**config.mk**
```make
export PLATFORM = sky130hd
export DESIGN_NAME = csdec_top
export DESIGN_NICKNAME = d
export VERILOG_FILES = /design/src/rtl/csdec_pkg.sv /design/src/rtl/csdec_ctrl.sv /design/src/rtl/csdec_datapath.sv /design/src/rtl/csdec_top.sv
export SDC_FILE = /design/constraint.sdc
export NUM_CORES = 1
export LEC_CHECK = 0
export ABC_AREA = 0
export BUFFER_PORTS_ARGS = -buffer_cell sky130_fd_sc_hd__buf_2
export CORE_MARGIN = 4
export CORE_UTILIZATION = 60
export DETAILED_ROUTE_END_ITERATION = 7
export PLACE_DENSITY = 0.82
export REMOVE_ABC_BUFFERS = 1
export SLEW_MARGIN = 20
export SYNTH_ARGS = -nofsm -noshare
export SYNTH_HDL_FRONTEND = slang
export SYNTH_HIERARCHICAL = 1
export SYNTH_SLANG_ARGS = --single-unit
```
**constraint.sdc**
```tcl
create_clock -name clk -period 4.2 [get_ports clk]
set_input_delay 0.84 -clock clk [delete_from_list [all_inputs] [get_ports clk]]
set_output_delay 0.84 -clock clk [all_outputs]
set_load 0.02 [all_outputs]
```
**src/rtl/csdec_pkg.sv**
```systemverilog
package csdec_pkg;
  localparam int ADDR_W      = 24;
  localparam int PAGE_W      = 8;
  localparam int CS_COUNT    = 4;
  localparam int RAM_BLK_LSB = 13;
  localparam int RAM_BASE_W  = ADDR_W - RAM_BLK_LSB;
  localparam int DATA_W      = 2 * PAGE_W;
  localparam int REG_AW      = $clog2(CS_COUNT + 2);
  localparam int REG_EN      = CS_COUNT;
  localparam int REG_RAM     = CS_COUNT + 1;

  typedef struct packed {
    logic [CS_COUNT-1:0] boundWr;
    logic                enWr;
    logic                ramWr;
    logic [DATA_W-1:0]   wrData;
  } regStrobe_t;
endpackage

```
**src/rtl/csdec_ctrl.sv**
```systemverilog
module csdec_ctrl
  import csdec_pkg::*;
(
  input  logic              regWrEn,
  input  logic [REG_AW-1:0] regAddr,
  input  logic [DATA_W-1:0] regWrData,
  output regStrobe_t        strobe
);
  for (genvar i = 0; i < CS_COUNT; i++) begin : g_bwr
    assign strobe.boundWr[i] = regWrEn && (regAddr == REG_AW'(i));
  end
  assign strobe.enWr   = regWrEn && (regAddr == REG_AW'(REG_EN));
  assign strobe.ramWr  = regWrEn && (regAddr == REG_AW'(REG_RAM));
  assign strobe.wrData = regWrData;
endmodule

```
**src/rtl/csdec_datapath.sv**
```systemverilog
module csdec_datapath
  import csdec_pkg::*;
(
  input  logic              clk,
  input  logic              rstN,
  input  regStrobe_t        strobe,
  input  logic              memReq,
  input  logic [ADDR_W-1:0] addr,
  input  logic [REG_AW-1:0] regAddr,
  output logic [DATA_W-1:0] regRdData,
  output logic [CS_COUNT-1:0] csN,
  output logic              ramSel
);
  localparam int PAD_W = DATA_W - RAM_BASE_W - 1;

  logic [PAGE_W-1:0]     loBound [CS_COUNT];
  logic [PAGE_W-1:0]     hiBound [CS_COUNT];
  logic [CS_COUNT-1:0]   csEn;
  logic [RAM_BASE_W-1:0] ramBase;
  logic                  ramEn;
  logic [PAGE_W-1:0]     page;
  logic [CS_COUNT-1:0]   winHit;
  logic [CS_COUNT-1:0]   grant;
  logic                  ramHit;

  for (genvar i = 0; i < CS_COUNT; i++) begin : g_bound
    localparam logic [PAGE_W-1:0] HI_RST = (i == 0) ? '1 : '0;
    always_ff @(posedge clk or negedge rstN) begin
      if (!rstN) begin
        loBound[i] <= '0;
        hiBound[i] <= HI_RST;
      end else if (strobe.boundWr[i]) begin
        loBound[i] <= strobe.wrData[PAGE_W-1:0];
        hiBound[i] <= strobe.wrData[DATA_W-1:PAGE_W];
      end
    end
  end

  always_ff @(posedge clk or negedge rstN) begin
    if (!rstN) begin
      csEn    <= CS_COUNT'(1);
      ramBase <= '0;
      ramEn   <= 1'b0;
    end else begin
      if (strobe.enWr)
        csEn <= strobe.wrData[CS_COUNT-1:0];
      if (strobe.ramWr) begin
        ramBase <= strobe.wrData[RAM_BASE_W-1:0];
        ramEn   <= strobe.wrData[DATA_W-1];
      end
    end
  end

  assign page   = addr[ADDR_W-1 -: PAGE_W];
  assign ramHit = memReq && ramEn && (addr[ADDR_W-1:RAM_BLK_LSB] == ramBase);

  for (genvar i = 0; i < CS_COUNT; i++) begin : g_cmp
    assign winHit[i] = csEn[i] && (page >= loBound[i]) && (page <= hiBound[i]);
  end

  always_comb begin
    logic taken;
    grant = '0;
    taken = 1'b0;
    for (int i = 0; i < CS_COUNT; i++) begin
      if (winHit[i] && !taken) begin
        grant[i] = 1'b1;
        taken    = 1'b1;
      end
    end
  end

  assign csN    = (memReq && !ramHit) ? ~grant : '1;
  assign ramSel = ramHit;

  always_comb begin
    regRdData = '0;
    for (int i = 0; i < CS_COUNT; i++) begin
      if (regAddr == REG_AW'(i))
        regRdData = {hiBound[i], loBound[i]};
    end
    if (regAddr == REG_AW'(REG_EN))
      regRdData = DATA_W'(csEn);
    if (regAddr == REG_AW'(REG_RAM))
      regRdData = {ramEn, {PAD_W{1'b0}}, ramBase};
  end
endmodule

```
**src/rtl/csdec_top.sv**
```systemverilog
module csdec_top
  import csdec_pkg::*;
(
  input  logic                clk,
  input  logic                rstN,
  input  logic                memReq,
  input  logic [ADDR_W-1:0]   addr,
  input  logic                regWrEn,
  input  logic [REG_AW-1:0]   regAddr,
  input  logic [DATA_W-1:0]   regWrData,
  output logic [DATA_W-1:0]   regRdData,
  output logic [CS_COUNT-1:0] csN,
  output logic                ramSel
);
  regStrobe_t strobe;

  csdec_ctrl ctrl_i (
    .regWrEn  (regWrEn),
    .regAddr  (regAddr),
    .regWrData(regWrData),
    .strobe   (strobe)
  );

  csdec_datapath dp_i (
    .clk      (clk),
    .rstN     (rstN),
    .strobe   (strobe),
    .memReq   (memReq),
    .addr     (addr),
    .regAddr  (regAddr),
    .regRdData(regRdData),
    .csN      (csN),
    .ramSel   (ramSel)
  );
endmodule

```
==> tab_implementation.tex, run 1 <==
\begin{tabular}{lr}
\hline
Metric & Value \\
\hline
\multicolumn{2}{l}{\textbf{GRT}} \\
\quad Via count of the first global-routing pass & 4625 \\
\quad Global-route wire length before repair & between 20 and 25 mm \\
\quad Number of antenna violations at the first check in global routing & 0 \\
\quad Global routing usage summed across all routing layers & 27.7\% \\
\quad GRT Residual Overflow & 0 \\
\quad Pin count of the biggest net entering global routing & 81 \\
\multicolumn{2}{l}{\textbf{Critical path}} \\
\quad Number of buffers and inverters on the critical path & 3 \\
\quad Type of element launching the critical path & input pin \\
\quad Reg2reg start & dp\_i/hiBound[25] \\
\quad Worst r2r path cells & 2 \\
\quad Capturing element type of the critical path & output port \\
\quad Worst reg2reg endpoint & dp\_i/hiBound[25] \\
\quad Worst reg-to-reg setup slack & 3.31 ns \\
\quad Launching instance or port of the critical path & addr[16] \\
\quad Cell breakdown of the critical path & buf\_2 > inv\_1 > ha\_1 > nand2b\_1 > a21o\_1 > a2111oi\_2 > o31a\_2 > o2111ai\_1 > nand4b\_1 > buf\_2 \\
\quad Cell type group with the largest total delay on the critical path & compound AO/OA/AOI/OAI gates \\
\quad Maximum fanout encountered on the critical timing path & 4 \\
\quad Slowest cell delay on critical path & 0.41 ns \\
\quad Worst path slowest cell & a2111oi\_2 \\
\quad Most Frequent Cell on Critical Path & buf\_2 \\
\quad Arrival time worst endpoint & 2.88 ns \\
\quad Critical path class & input pin to output port \\
\quad CP required & around 3.4 ns \\
\multicolumn{2}{l}{\textbf{Clocking}} \\
\quad Clock transition time at the flip-flop clock pins of the worst setup and hold paths & 0.09 ns \\
\quad Total of cells resized after clock tree synthesis & 0 \\
\quad Post-CTS Repair Setup Buffers & 0 \\
\quad CTS sink count & 80 \\
\quad Max clock buf depth & 2 \\
\quad Hold-fix buffer count after cts & 0 \\
\quad CTS tree & yes \\
\quad TritonCTS Buffers & 9 \\
\quad Worst skew pair latency & 0.35 ns \\
\quad Root Driver & clkbuf\_8 \\
\quad H-tree Lvls & 3 \\
\multicolumn{2}{l}{\textbf{Logic synthesis}} \\
\quad Sequential-to-total area share from yosys stat & 36.5\% \\
\quad Fraction of synthesis flops using an asynchronous set or reset pin & 100\% \\
\quad Largest area contributor in the synthesized netlist & dfrtp\_1 \\
\quad Cell area after technology mapping & 5510 sq um \\
\quad Most used DFF post-synth & dfrtp\_1 \\
\quad Cells after Synth & just over 600 \\
\quad Number of enable-type register cells in the synthesized netlist & 0 \\
\quad Number of warnings reported in the yosys synthesis log & 6 \\
\quad Yosys reg bits & 80 \\
\quad Top-area cell type share of the netlist area & 32.2\% \\
\quad Synthesized area per cell & 9.05 sq um \\
\quad Most area-consuming cells after synthesis & dfrtp\_1 (32\%), ha\_1 (15\%), o21ai\_0 (6.2\%) \\
\quad Netlist cell types & 47 \\
\multicolumn{2}{l}{\textbf{Pwr}} \\
\quad Largest voltage drop on the vdd net & 249 uV \\
\quad Pwr Density & 415 nW/um\^{}2 \\
\quad Leakage & 0.00277 uW \\
\multicolumn{2}{l}{\textbf{Place}} \\
\quad Buffers added on ports & 54 \\
\quad Half-perimeter wire length of the detailed placement result & 10.7 mm \\
\quad Weighted congestion reported at the end of routability-driven placement & 0.930 \\
\quad Worst setup timing slack at the placement stage & 0.515 ns \\
\multicolumn{2}{l}{\textbf{Cells and area}} \\
\quad Antenna Diode Count & 0 \\
\quad Register area & roughly 2000 sq um \\
\quad Area growth from synthesis to layout & 7.90\% \\
\quad Most used cells in the layout excluding fill and tap cells & dfrtp\_1 (71), o21ai\_0 (68), nand2\_1 (64), ha\_1 (64), inv\_1 (62) \\
\quad \# nets final & 747 \\
\quad Filler Cells Inserted & 727 \\
\quad Share of final-layout standard cells stronger than drive strength 1 & 20.1\% \\
\quad Multi-input gate area in the final layout & 3050 sq um \\
\quad Commonest non-fill, non-tap cell in the layout & dfrtp\_1 \\
\multicolumn{2}{l}{\textbf{Route}} \\
\quad Routed Wire Length & 14.6 mm \\
\quad Number of iterations in the first detailed-routing pass & 5 \\
\quad Wire length per cell & between 15 and 20 um \\
\quad First-iteration detailed-routing DRC count & 253 \\
\quad Routed via count divided by cell count & 6.09 \\
\quad Vias after detailed routing & about 4600 \\
\quad Number of DRC violations after detailed routing & 0 \\
\quad Residual antenna-violating net count after detailed routing & 0 \\
\multicolumn{2}{l}{\textbf{STA}} \\
\quad Post-route setup TNS & 0 ns \\
\quad Crit path time final & 3.72 ns \\
\quad F\_max & 269 MHz \\
\quad Worst hold slack & 0.497 ns \\
\quad Count of endpoints failing hold in the final timing report & 0 \\
\quad Share of the cycle needed by the critical path after routing & 88.6\% \\
\quad Final count of negative-setup-slack endpoints & 0 \\
\quad Worst slew pin tran & 1.06 ns \\
\quad Final WS setup & 0.480 ns \\
\quad Worst Clk Skew & 0 ns \\
\quad Unrepaired setup endpoints after global routing & no \\
\quad Max transition margin & 28.9\% \\
\quad Slew Limit Fails & 0 \\
\multicolumn{2}{l}{\textbf{Floorplan}} \\
\quad Area enclosed by the die boundary & 10800 sq um \\
\quad Horiz. Die Dim & 104 um \\
\quad Top-level port count & roughly 70 \\
\quad Core Box Area & roughly 8800 sq um \\
\quad Die boundary height & 104 um \\
\quad Starting density of the core & 62.3\% \\
\quad Number of rows in the core area & 34 \\
\multicolumn{2}{l}{\textbf{Run}} \\
\quad Number of max-cap violations & 0 \\
\multicolumn{2}{l}{\textbf{Worst hold path}} \\
\quad Type of the worst min-delay path & input pin to async pin \\
\multicolumn{2}{l}{\textbf{Run status}} \\
\quad Result of the run & completed \\
\hline
\end{tabular}
## how the worst max path moves through the flow
| stage | end | cells after the start | slack [ns] |
|---|---|---|---|
| final | csN[3] | 10 | 0.48 |
| after global routing | csN[3] | 10 | 0.35 |
| after CTS | csN[3] | 10 | 0.47 |
| after detailed placement | csN[3] | 10 | 0.52 |
| after global placement | csN[3] | 10 | 0.55 |
| after floorplan | csN[3] | 8 | 0.86 |
## layer usage
layer	vias up	global-route usage, %	routed length (um)
li1	2173	-	-
met1	2199	36.0	6200
met2	162	45.8	7060
met3	28	5.90	1040
met4	0	9.69	347
met5	-	0	0
## flip-flops by register name (all words and copies together), names as in the netlist
signal	cells
dp_i/ramEn	1
dp_i/loBound	32
dp_i/csEn	4
dp_i/hiBound	32
dp_i/ramBase	11
## metrics by stage
step / cells / area [sq um] / power, uW / utilization [%]
final: 749 / 5950 / 2470 / 67.2
after floorplan: 566 / 5290 / 1580 / -
after detailed placement: 733 / 5740 / 1880 / 64.9
after global placement: 733 / 5740 / 1830 / 64.9
after global routing: 749 / 5950 / 2640 / 67.2
after CTS: 749 / 5950 / 2480 / 67.2
## synthesized netlist by cell type (2+ instances only)
cell and n:
o21a_1 10, a21o_1 4, nand3_1 5, dfstp_2 9, nor2_1 45, clkbuf_1 21
xor2_1 10, a21oi_1 23, mux2_2 27, nand2b_1 5, inv_1 62, buf_1 2
o21ai_0 68, nand4_1 7, o221a_2 4, a2111oi_0 2, nor2b_1 11, o2111ai_1 2
nand2_1 64, buf_4 17, buf_2 3, and4b_2 2, a211o_1 2, nor3_1 13
dfrtp_1 71, mux4_2 5, ha_1 64, a211oi_1 14, and4bb_2 3, o22ai_1 2
nor4_1 13, or2_1 2, o211ai_1 3
## power breakdown
| part | switching [uW] | internal (uW) |
|---|---|---|
| Sequential | 111 | 946 |
| Combinational | 469 | 347 |
| Clock | 290 | 305 |
## area by class of cell
cell class,count,share of cell area (%)
Timing Repair Buffer,59,5.28
Inverter,62,3.91
Sequential cell,80,33.8
Clock inverter,5,0.925
Tap cell,108,2.27
Clock buffer,11,2.54
Multi-Input combinational cell,424,51.2
## cells by family after synthesis
kind of cell	synth area share, %
AND/OR/NAND/NOR	15.5
flip-flops	36.5
multiplexers	7.74
XOR/XNOR	1.75
buffers and inverters	8.37
AO/OA/AOI/OAI	15.6
adder cells (fa/ha/maj)	14.5
Note: power is estimated with default switching activity, not from simulation.
==> run 2, diff against run 1 <==
clock period = 4.35 ns   (was 4.2 ns; I/O delays follow)
==> tab_implementation.tex, run 2 (synthesis results as in run 1) <==
\begin{tabular}{lr}
\hline
Metric & Value \\
\hline
\multicolumn{2}{l}{\textbf{Pwr}} \\
\quad Largest voltage drop on the vdd net & around 220 uV \\
\quad Leakage & $\sim$0.0028 uW \\
\quad Pwr Density & 407 nW/um\^{}2 \\
\multicolumn{2}{l}{\textbf{GRT}} \\
\quad Global routing usage summed across all routing layers & 27.6\% \\
\quad GRT Residual Overflow & 0 \\
\quad Via count of the first global-routing pass & 4678 \\
\quad Global-route wire length before repair & 23.9 mm \\
\quad Pin count of the biggest net entering global routing & 81 \\
\quad Number of antenna violations at the first check in global routing & 0 \\
\multicolumn{2}{l}{\textbf{Cells and area}} \\
\quad Post-Route Utilization & 67.4\% \\
\quad Area growth from synthesis to layout & 8.17\% \\
\quad Filler Cells Inserted & 718 \\
\quad Share of final-layout standard cells stronger than drive strength 1 & 20.0\% \\
\quad Commonest non-fill, non-tap cell in the layout & dfrtp\_1 \\
\quad Biggest regs & dp\_i/hiBound (32), dp\_i/loBound (32), dp\_i/ramBase (11) \\
\quad Antenna Diode Count & 0 \\
\quad Most used cells in the layout excluding fill and tap cells & dfrtp\_1 (71), o21ai\_0 (68), nand2\_1 (64), ha\_1 (64), inv\_1 (62) \\
\quad \# nets final & 747 \\
\multicolumn{2}{l}{\textbf{STA}} \\
\quad Worst slew pin tran & 1.02 ns \\
\quad Count of endpoints failing hold in the final timing report & 0 \\
\quad Post-route setup TNS & 0 ns \\
\quad Slew Limit Fails & 0 \\
\quad Max transition margin & 32.0\% \\
\quad Unrepaired setup endpoints after global routing & no \\
\quad Worst Clk Skew & 0 ns \\
\quad F\_max & 266 MHz \\
\quad Final WS setup & 0.597 ns \\
\quad Final count of negative-setup-slack endpoints & 0 \\
\quad Share of the cycle needed by the critical path after routing & 86.3\% \\
\quad Crit path time final & between 3 and 4 ns \\
\multicolumn{2}{l}{\textbf{Run}} \\
\quad Number of max-cap violations & 0 \\
\multicolumn{2}{l}{\textbf{Clocking}} \\
\quad CTS sink count & 80 \\
\quad Max clock buf depth & 2 \\
\quad Worst skew pair latency & 0.34 ns \\
\quad Post-CTS Repair Setup Buffers & 0 \\
\quad TritonCTS Buffers & 9 \\
\quad Root Driver & clkbuf\_8 \\
\quad Clock transition time at the flip-flop clock pins of the worst setup and hold paths & 0.09 ns \\
\quad CTS tree & yes \\
\quad H-tree Lvls & 3 \\
\quad Total of cells resized after clock tree synthesis & 0 \\
\quad Hold-fix buffer count after cts & 0 \\
\multicolumn{2}{l}{\textbf{Place}} \\
\quad Half-perimeter wire length of the detailed placement result & $\sim$11 mm \\
\quad Weighted congestion reported at the end of routability-driven placement & roughly 0.95 \\
\quad Worst setup timing slack at the placement stage & 0.611 ns \\
\quad Buffers added on ports & 54 \\
\multicolumn{2}{l}{\textbf{Route}} \\
\quad Number of DRC violations after detailed routing & 0 \\
\quad Routed via count divided by cell count & 6.20 \\
\quad Vias after detailed routing & 4641 \\
\quad Wire length per cell & about 19 um \\
\quad Routed Wire Length & 14.5 mm \\
\quad Number of iterations in the first detailed-routing pass & 5 \\
\quad Residual antenna-violating net count after detailed routing & 0 \\
\quad First-iteration detailed-routing DRC count & 317 \\
\multicolumn{2}{l}{\textbf{Floorplan}} \\
\quad Die boundary height & 104 um \\
\quad Top-level port count & 68 \\
\quad Core Box Area & about 8800 sq um \\
\quad Number of rows in the core area & 34 \\
\quad Area enclosed by the die boundary & 10800 sq um \\
\quad Starting density of the core & 62.3\% \\
\quad Horiz. Die Dim & 104 um \\
\multicolumn{2}{l}{\textbf{Critical path}} \\
\quad Capturing element type of the critical path & output port \\
\quad Worst reg-to-reg setup slack & 3.51 ns \\
\quad Type of element launching the critical path & input pin \\
\quad Arrival time worst endpoint & 2.88 ns \\
\quad Critical path class & input pin to output port \\
\quad CP required & 3.48 ns \\
\quad Maximum fanout encountered on the critical timing path & 4 \\
\multicolumn{2}{l}{\textbf{Worst hold path}} \\
\quad Type of the worst min-delay path & flop to flop \\
\multicolumn{2}{l}{\textbf{Run status}} \\
\quad Result of the run & completed \\
\hline
\end{tabular}
run 2: changes by cell type in the layout (fill, tap and decap cells not counted):
cell	change
clkbuf_1	+1
clkbuf_8	-1
bufinv_16	+1
clkinv_2	-1
run 2: stage by stage:
step	instances	cell area [sq um]	total power [uW]	hold slack (ns)
after floorplan	566	5290	1530	0.485
after global placement	733	5740	1770	0.510
after detailed placement	733	5740	1820	0.520
after CTS	749	5960	2430	0.533
after global routing	749	5960	2590	0.563
final	749	5960	2430	0.530
run 2: worst paths after layout:
kind,cells after the start,endpoint,start
min in group asynchronous,1,dp_i/loBound[11],rstN
max reg2reg,2,dp_i/hiBound[26],dp_i/hiBound[26]
max in group asynchronous,1,dp_i/hiBound[15],rstN
min reg2reg,2,dp_i/hiBound[28],dp_i/hiBound[28]
min,2,dp_i/hiBound[28],dp_i/hiBound[28]
max,10,csN[3],addr[16]
run 2: cell type report:
| cell class | count | area (sq um) | area share, % |
|---|---|---|---|
| Multi-Input combinational cell | 424 | 3050 | 51.1 |
| Sequential cell | 80 | 2010 | 33.8 |
| Timing Repair Buffer | 59 | 314 | 5.27 |
| Inverter | 62 | 233 | 3.90 |
| Clock buffer | 11 | 141 | 2.37 |
| Tap cell | 108 | 135 | 2.27 |
| Clock inverter | 5 | 80.1 | 1.34 |
run 2: routing by layer:
layer	track usage, %	share of wire (%)	vias to the layer above
met5	0	0	-
met4	10.1	2.7	0
met3	4.28	5.9	37
met2	46.1	49	179
met1	36.5	42	2253
li1	-	-	2172
run 2: critical path, cell delays in order:
cell and delay [ns]:
buf_2 0.11, inv_1 0.09, ha_1 0.29, nand2b_1 0.14, a21o_1 0.19, a2111oi_2 0.41
o31a_2 0.21, o2111ai_1 0.12, nand4b_1 0.25, buf_2 0.20
run 2: where the power goes:
part           switching (uW)  leakage, uW  total [uW]  internal (uW)
Clock                     274     0.000106         613            338
Combinational             455      0.00171         792            337
Sequential                109     0.000956        1020            913
==> run 3, diff against run 2 <==
CORE_UTILIZATION = 46   (was 60)
PLACE_DENSITY = 0.66   (was 0.82)
==> tab_implementation.tex, run 3 (synthesis results as in run 1) <==
\begin{tabular}{lr}
\hline
Metric & Value \\
\hline
\multicolumn{2}{l}{\textbf{Critical path}} \\
\quad Arrival time worst endpoint & 2.84 ns \\
\quad Reg2reg start & dp\_i/hiBound[31] \\
\quad Launching instance or port of the critical path & addr[21] \\
\quad CP required & 3.48 ns \\
\quad Type of element launching the critical path & input pin \\
\quad Critical path class & input pin to output port \\
\quad Worst r2r path cells & 2 \\
\quad Worst reg2reg endpoint & dp\_i/hiBound[31] \\
\quad Worst reg-to-reg setup slack & around 3.5 ns \\
\quad Maximum fanout encountered on the critical timing path & 9 \\
\quad Crit path capture & csN[1] \\
\quad Capturing element type of the critical path & output port \\
\multicolumn{2}{l}{\textbf{Clocking}} \\
\quad CTS tree & yes \\
\quad Root Driver & clkbuf\_16 \\
\quad TritonCTS Buffers & 9 \\
\quad Hold-fix buffer count after cts & 0 \\
\quad Max clock buf depth & 2 \\
\quad Post-CTS Repair Setup Buffers & 0 \\
\quad CTS sink count & 80 \\
\quad H-tree Lvls & 3 \\
\quad Total of cells resized after clock tree synthesis & 0 \\
\quad Clock transition time at the flip-flop clock pins of the worst setup and hold paths & 0.06 ns \\
\quad Worst skew pair latency & 0.34 ns \\
\multicolumn{2}{l}{\textbf{Pwr}} \\
\quad Sequential group share of total power & 39.5\% \\
\quad Portion of total power attributed to combinational logic & 30.1\% \\
\quad Largest voltage drop on the vdd net & approximately 270 uV \\
\quad Switching Power & 858 uW \\
\quad Switching power share of the total & between 30\% and 40\% \\
\quad Leakage & 0.00282 uW \\
\quad Pwr Density & approximately 430 nW/um\^{}2 \\
\quad Clock Power Share & 30.3\% \\
\quad Internal power & 1740 uW \\
\multicolumn{2}{l}{\textbf{GRT}} \\
\quad Via count of the first global-routing pass & 4629 \\
\quad Global routing usage summed across all routing layers & 23.1\% \\
\quad Pin count of the biggest net entering global routing & slightly above 80 \\
\quad GRT Residual Overflow & 0 \\
\quad Global-route wire length before repair & 24.9 mm \\
\quad Number of antenna violations at the first check in global routing & 0 \\
\multicolumn{2}{l}{\textbf{Route}} \\
\quad Routed via count divided by cell count & 5.77 \\
\quad Number of iterations in the first detailed-routing pass & 6 \\
\quad First-iteration detailed-routing DRC count & 283 \\
\quad Number of DRC violations after detailed routing & 0 \\
\quad Residual antenna-violating net count after detailed routing & 0 \\
\quad Routed Wire Length & 15.1 mm \\
\quad Vias after detailed routing & 4520 \\
\quad Wire length per cell & 19.2 um \\
\multicolumn{2}{l}{\textbf{STA}} \\
\quad Crit path time final & 3.71 ns \\
\quad Share of the cycle needed by the critical path after routing & 85.4\% \\
\quad F\_max & between 200 and 300 MHz \\
\quad Worst slew pin tran & 0.845 ns \\
\quad Max transition margin & 43.4\% \\
\quad Worst Clk Skew & 0 ns \\
\quad Post-route setup TNS & 0 ns \\
\quad Final count of negative-setup-slack endpoints & 0 \\
\quad Count of endpoints failing hold in the final timing report & 0 \\
\quad Slew Limit Fails & 0 \\
\quad Unrepaired setup endpoints after global routing & no \\
\multicolumn{2}{l}{\textbf{Cells and area}} \\
\quad Share of final-layout standard cells stronger than drive strength 1 & between 10\% and 20\% \\
\quad Antenna Diode Count & 0 \\
\quad Biggest regs & dp\_i/hiBound (32), dp\_i/loBound (32), dp\_i/ramBase (11) \\
\quad Commonest non-fill, non-tap cell in the layout & dfrtp\_1 \\
\quad \# nets final & 747 \\
\quad Most used cells in the layout excluding fill and tap cells & dfrtp\_1 (71), o21ai\_0 (68), nand2\_1 (64), ha\_1 (64), inv\_1 (62) \\
\quad Post-Route Utilization & 52.7\% \\
\quad Area growth from synthesis to layout & 10.6\% \\
\multicolumn{2}{l}{\textbf{Worst hold path}} \\
\quad Type of the worst min-delay path & flop to flop \\
\multicolumn{2}{l}{\textbf{Floorplan}} \\
\quad Area enclosed by the die boundary & 13800 sq um \\
\quad Number of rows in the core area & 39 \\
\quad Core Box Area & between 10000 and 15000 sq um \\
\quad Top-level port count & 68 \\
\quad Starting density of the core & about 48\% \\
\quad Horiz. Die Dim & 117 um \\
\quad Die boundary height & $\sim$120 um \\
\multicolumn{2}{l}{\textbf{Run}} \\
\quad Number of max-cap violations & 0 \\
\multicolumn{2}{l}{\textbf{Place}} \\
\quad Buffers added on ports & 54 \\
\quad Half-perimeter wire length of the detailed placement result & 11.3 mm \\
\quad Weighted congestion reported at the end of routability-driven placement & 0.893 \\
\multicolumn{2}{l}{\textbf{Run status}} \\
\quad Result of the run & completed \\
\hline
\end{tabular}
run 3: through the flow:
step / hold WS, ns / instances / power (uW) / instance area (sq um) / worst slack, ns
2_1_floorplan: 0.485 / 566 / 1530 / 5290 / 0.950
3_3_place_gp: 0.512 / 768 / 1780 / 5780 / 0.661
3_5_place_dp: 0.515 / 768 / 1820 / 5780 / 0.675
4_1_cts: 0.527 / 784 / 2620 / 6090 / 0.658
5_1_grt: 0.531 / 784 / 2780 / 6100 / 0.525
6_report: 0.532 / 784 / 2600 / 6100 / 0.635
run 3: worst max-delay path, cell delays in order:
cell      delay, ns
buf_2          0.26
ha_1           0.30
a211oi_1       0.24
o21ai_1        0.15
o21ai_0        0.17
a21oi_1        0.08
or4b_1         0.58
buf_2          0.19
run 3: area by class of cell:
class | count | area [sq um]
fillers | 1107 | 5470
multi-input cells | 424 | 3050
flip-flops and latches | 80 | 2010
repair buffers | 59 | 314
clock buffers | 14 | 274
inverters | 62 | 233
well taps | 143 | 179
clock inverters | 2 | 37.5
run 3: worst min-delay path by stage:
stage | slack [ns] | to | cells after the start | start
floorplan | 0.48 | dp_i/hiBound[27] | 2 | dp_i/hiBound[27]
global route | 0.53 | dp_i/hiBound[28] | 2 | dp_i/hiBound[28]
CTS | 0.53 | dp_i/hiBound[28] | 2 | dp_i/hiBound[28]
global placement | 0.51 | dp_i/hiBound[28] | 2 | dp_i/hiBound[28]
finish | 0.53 | dp_i/hiBound[28] | 2 | dp_i/hiBound[28]
detailed placement | 0.52 | dp_i/hiBound[28] | 2 | dp_i/hiBound[28]
run 3: power by group through the flow:
stage	clock network [uW]	logic [uW]	registers, uW
floorplan	0	535	994
global placement	0	754	1030
detailed placement	0	781	1040
CTS	808	786	1030
global route	844	895	1050
finish	789	783	1030
run 3: per-layer routing:
metal,GRT usage [%],vias up,part of all wire [%]
met1,31.1,2189,46
met3,6.34,29,5.7
met5,0,-,0
li1,-,2164,-
met2,36.0,138,46
met4,7.77,0,2.6
